==> src/rtl/rfsh_pkg.sv <==
package rfsh_pkg;
  localparam int unsigned DEF_BYTE_W = 8;

  typedef enum logic [1:0] {
    R_HOLD = 2'd0,
    R_STEP = 2'd1,
    R_LOAD = 2'd2
  } r_upd_e;
endpackage

==> src/rtl/rfsh_rcount.sv <==
module rfsh_rcount
  import rfsh_pkg::*;
#(
  parameter int unsigned BYTE_W = DEF_BYTE_W
) (
  input  logic              clk,
  input  logic              rst_n,
  input  logic              step_i,
  input  logic              load_i,
  input  logic [BYTE_W-1:0] load_data_i,
  output logic [BYTE_W-1:0] r_o
);
  localparam int unsigned CNT_W = BYTE_W - 1;

  r_upd_e           sel;
  logic [CNT_W-1:0] cnt_q;
  logic             top_q;

  // a software write has priority over the fetch step
  always_comb begin
    if (load_i)      sel = R_LOAD;
    else if (step_i) sel = R_STEP;
    else             sel = R_HOLD;
  end

  // the low field wraps on its own width, so no carry reaches the top bit
  always_ff @(posedge clk or negedge rst_n) begin
    if (!rst_n) begin
      cnt_q <= '0;
      top_q <= 1'b0;
    end else begin
      unique case (sel)
        R_LOAD: begin
          cnt_q <= load_data_i[CNT_W-1:0];
          top_q <= load_data_i[BYTE_W-1];
        end
        R_STEP:  cnt_q <= cnt_q + 1'b1;
        default: ;
      endcase
    end
  end

  assign r_o = {top_q, cnt_q};
endmodule

==> src/rtl/rfsh_page_reg.sv <==
module rfsh_page_reg
  import rfsh_pkg::*;
#(
  parameter int unsigned BYTE_W = DEF_BYTE_W
) (
  input  logic              clk,
  input  logic              rst_n,
  input  logic              load_i,
  input  logic [BYTE_W-1:0] load_data_i,
  output logic [BYTE_W-1:0] page_o
);
  logic [BYTE_W-1:0] page_q;

  always_ff @(posedge clk or negedge rst_n) begin
    if (!rst_n)      page_q <= '0;
    else if (load_i) page_q <= load_data_i;
  end

  assign page_o = page_q;
endmodule

==> src/rtl/rfsh_addr_out.sv <==
module rfsh_addr_out
  import rfsh_pkg::*;
#(
  parameter int unsigned BYTE_W = DEF_BYTE_W
) (
  input  logic                clk,
  input  logic                rst_n,
  input  logic                slot_i,
  input  logic [BYTE_W-1:0]   page_i,
  input  logic [BYTE_W-1:0]   r_i,
  output logic [2*BYTE_W-1:0] addr_o,
  output logic                ctl_o,
  output logic                valid_o
);
  localparam int unsigned ADDR_W = 2 * BYTE_W;

  logic [ADDR_W-1:0] addr_q;
  logic              live_q;

  // the bus is driven to zero outside the slot so nothing stale leaks out
  always_ff @(posedge clk or negedge rst_n) begin
    if (!rst_n) begin
      addr_q <= '0;
      live_q <= 1'b0;
    end else begin
      live_q <= slot_i;
      addr_q <= slot_i ? {page_i, r_i} : '0;
    end
  end

  assign addr_o  = addr_q;
  assign ctl_o   = live_q;
  assign valid_o = live_q;
endmodule

==> src/rtl/rfsh_addr_gen.sv <==
module rfsh_addr_gen
  import rfsh_pkg::*;
#(
  parameter int unsigned BYTE_W = DEF_BYTE_W
) (
  input  logic                clk,
  input  logic                rst_n,
  input  logic                fetch_done,
  input  logic                rfsh_cycle,
  input  logic                ld_r,
  input  logic                ld_i,
  input  logic [BYTE_W-1:0]   wr_data,
  output logic [2*BYTE_W-1:0] rfsh_addr,
  output logic                rfsh_ctl,
  output logic                addr_valid
);
  logic [BYTE_W-1:0] r_val;
  logic [BYTE_W-1:0] i_val;

  rfsh_rcount #(.BYTE_W(BYTE_W)) rcount_i (
    .clk         (clk),
    .rst_n       (rst_n),
    .step_i      (fetch_done),
    .load_i      (ld_r),
    .load_data_i (wr_data),
    .r_o         (r_val)
  );

  rfsh_page_reg #(.BYTE_W(BYTE_W)) page_i (
    .clk         (clk),
    .rst_n       (rst_n),
    .load_i      (ld_i),
    .load_data_i (wr_data),
    .page_o      (i_val)
  );

  rfsh_addr_out #(.BYTE_W(BYTE_W)) out_i (
    .clk     (clk),
    .rst_n   (rst_n),
    .slot_i  (rfsh_cycle),
    .page_i  (i_val),
    .r_i     (r_val),
    .addr_o  (rfsh_addr),
    .ctl_o   (rfsh_ctl),
    .valid_o (addr_valid)
  );
endmodule

==> config.mk <==
export PLATFORM = sky130hd
export DESIGN_NAME = rfsh_addr_gen
export DESIGN_NICKNAME = d
export VERILOG_FILES = /design/src/rtl/rfsh_pkg.sv /design/src/rtl/rfsh_rcount.sv /design/src/rtl/rfsh_page_reg.sv /design/src/rtl/rfsh_addr_out.sv /design/src/rtl/rfsh_addr_gen.sv
export SDC_FILE = /design/constraint.sdc
export NUM_CORES = 1
export LEC_CHECK = 0
export ABC_CLOCK_PERIOD_IN_PS = 1400
export BUFFER_PORTS_ARGS = -buffer_cell sky130_fd_sc_hd__buf_4
export CORE_MARGIN = 2
export CORE_UTILIZATION = 50
export DETAILED_ROUTE_END_ITERATION = 12
export GPL_ROUTABILITY_DRIVEN = 0
export PLACE_DENSITY = 0.74
export SLEW_MARGIN = 20
export SYNTH_ARGS = -nofsm -noshare
export SYNTH_HDL_FRONTEND = slang
export SYNTH_SLANG_ARGS = --single-unit
==> constraint.sdc <==
create_clock -name clk -period 1.4 [get_ports clk]
set_input_delay 0.14 -clock clk [delete_from_list [all_inputs] [get_ports clk]]
set_output_delay 0.14 -clock clk [all_outputs]
set_load 0.03 [all_outputs]
==> run metrics <==
Clk Latency, worst-skew pair=0.33 ns; WL/cell=13.3 um; port bufs=31; synthesized flop and latch total=33; CTS Sinks=33; height of the die=between 50 and 60 um; r2r setup slk=~0.12 ns; CTS tree=done; slowest CP cell=dfrtp_1; max-cap violation count=0; Sequential Power Share=around 56%; Hold Path Class=in -> reg; max-slew violation count=0; CTS root buffer=clkbuf_4; Clock Power Share=a little over a quarter; Filler cells=213; f_max=between 700 and 800 MHz; Setup crit start=rcount_i.cnt_q[0]$_DFFE_PN0P_; worst hold start=rfsh_cycle; unrepaired setup endpoints after global routing=false; Mapped Cells=95; Layout area overhead=24.0%; R2R cell count=4; grt total ovfl=0; critical path peak fanout=5; crit end category=flip-flop; syn nets=between 100 and 150; total chip power=approximately 1.9 mW; Least-Margin Pin Slew=roughly 0.40 ns; Tcrit/Tclk final=about nine tenths; Worst EP required=~1.7 ns; Startpoint Class=flip-flop; H-tree lvl count=2; # diodes=0; cell accounting for the most synthesized area=dfrtp_1; final wirelength=~2.1 mm; Starting Density=about half; Num CTS Buffers=5; crit path capture=rcount_i.cnt_q[6]$_DFFE_PN0P_; first-pass GRT wire length=about 3.3 mm; Antenna Nets Post-Route=0; die area=approximately 3000 sq um; Fin. Hold Viols=0; Setup Fix Bufs, Post-CTS=0; data arrival time of the worst path=approximately 1.5 ns; outcome=finished clean; crit path time final=between 1 and 1.5 ns; Reg-to-Reg End=rcount_i.cnt_q[6]$_DFFE_PN0P_; Leak=0.749 nW; Buffers & Inverters on Critical Path=0; clock buffer depth=2; footprint of the multi-input gates=roughly 400 sq um; nets=roughly 140; logic gate share of total power=approximately 16%; top cells by area, synth=dfrtp_1 66%, mux2_2 8.1%, and2_1 7.5%, o21ai_0 2.8%, nand2_1 2.4%; Die W=54.2 um; std cell rows=18; count of cell types in the netlist=19; Avg Cell Area, Syn=13.2 sq um; Warnings, synthesis=0; Final TNS setup=0 ns; VDD IR max=0.833 mV; Storage cell area=826 sq um; Mapped Area=1260 sq um; Setup Skew=about 0.006 ns; CP dominant cell by count=nand3_1; FF-to-FF Start=rcount_i.cnt_q[0]$_DFFE_PN0P_; DRT iter0 DRCs=7; Tot GR Track Use=between 10% and 20%; vias=slightly below 800; crit path kind=reg -> reg; largest net degree at the start of global routing=34; CP top delay family=simple AND/OR/NAND/NOR gates; Internal=about 1.4 mW; CP cell instances=ha_1 -> nand3_1 -> or4_1 -> nand3_1; number of global-route vias before repair=713; drt via density=4.91; Max-Slew Margin vs Limit=about three quarters; Worst-path clk slew=around 0.09 ns; switch share=between 20% and 30%; layout cell share with drive strength beyond 1=~38%; DP Wirelength=around 1.4 mm; Seq/Total Area, Yosys=65.7%; I/O pins=32; Pwr Density=1240 nW/um^2; Synth top area share=between 60% and 70%; slowest cell delay on critical path=roughly 0.43 ns; total stage count of the critical path=4; initial antenna violation count=0; DRC Markers=0; net switching power figure=0.511 mW; Setup Viol. Count Final=0; First-pass DRT Iterations=2; core area=2430 sq um
-- state kept, by name (all words and copies together) (netlist names) --
| register | count |
|---|---|
| rcount_i.cnt_q | 7 |
| page_i.page_o | 8 |
| out_i.addr_o | 16 |
| out_i.ctl_o | 1 |
| rcount_i.top_q | 1 |
-- Yosys cell counts --
cell type / number
ha_1: 1
or4_1: 2
o21ai_0: 7
and2b_2: 1
nand4_1: 2
nor2b_1: 1
dfrtp_1: 33
buf_6: 1
nand3_2: 1
and2_1: 15
nand2_1: 8
xor2_1: 3
clkbuf_1: 2
mux2i_1: 1
nand3_1: 4
xnor2_1: 1
mux2_2: 9
and2_2: 1
buf_4: 2
-- power groups by stage --
stage	logic [mW]	registers, mW	clock network, mW
after global routing	0.344	1.10	0.586
after global placement	0.310	1.10	0
after detailed placement	0.317	1.11	0
after floorplan	0.115	1.17	0
final	0.315	1.09	0.525
after CTS	0.321	1.09	0.541
-- metal layers --
layer / vias to the layer above / track usage, % / wire length (um)
li1: 381 / - / -
met1: 373 / 19.9 / 852
met2: 22 / 26.1 / 1100
met3: 5 / 6.94 / 122
met4: 0 / 11.3 / 44
met5: - / 0 / 0
-- worst min-delay path by stage --
stage                                endpoint  slack [ns]  cells past startpoint
floorplan           out_i.addr_o[0]$_DFF_PN0_       -0.16                      0
global placement    out_i.addr_o[5]$_DFF_PN0_         0.1                      1
detailed placement  out_i.addr_o[6]$_DFF_PN0_        0.10                      1
CTS                     out_i.ctl_o$_DFF_PN0_        0.01                      1
global route            out_i.ctl_o$_DFF_PN0_        0.01                      1
finish                  out_i.ctl_o$_DFF_PN0_        0.02                      1
-- logic make-up after synthesis --
kind of cell	share of synthesized area [%]
AO/OA/AOI/OAI	2.79
XOR/XNOR	2.79
adder cells (fa/ha/maj)	0.995
buffers and inverters	2.69
flip-flops	65.7
multiplexers	8.86
AND/OR/NAND/NOR	16.2
-- layout by cell type, fill, tap and decap left out, drive strengths merged --
| cell type | synthesis | layout |
|---|---|---|
| dfrtp | 33 | 33 |
| nand3 | 5 | 5 |
| or4 | 2 | 2 |
| xnor2 | 1 | 1 |
| clkbuf | 2 | 7 |
| ha | 1 | 1 |
| o21ai | 7 | 7 |
| mux2i | 1 | 1 |
| dlygate4sd3 | 0 | 1 |
| buf | 3 | 31 |
| nand2 | 8 | 8 |
| mux2 | 9 | 9 |
| and2 | 16 | 16 |
| xor2 | 3 | 3 |
| nand4 | 2 | 2 |
| and2b | 1 | 1 |
| nor2b | 1 | 1 |
-- repair_timing --
action,in CTS,in global routing
hold buffers,1,0
endpoints found under the hold margin,33,0
gates resized for setup,0,0
-- layout make-up --
type / instances / share of cell area, %
sequential: 33 / 53.0
multi-input combinational: 57 / 25.5
clock buffer: 7 / 3.53
tap: 30 / 2.41
timing repair buffer: 32 / 15.6
-- metrics by stage --
stage	cells	util, %	setup WS [ns]	hold WS, ns	instance area (sq um)
2_1_floorplan	95	-	0.210	-0.156	1260
3_5_place_dp	151	61.4	0.141	0.101	1490
5_1_grt	159	64.1	0.0386	0.0127	1560
4_1_cts	159	64.1	0.108	0.0139	1560
6_report	159	64.1	0.123	0.0200	1560
3_3_place_gp	151	61.4	0.183	0.0972	1490
Power figures use the tool's default switching activity.
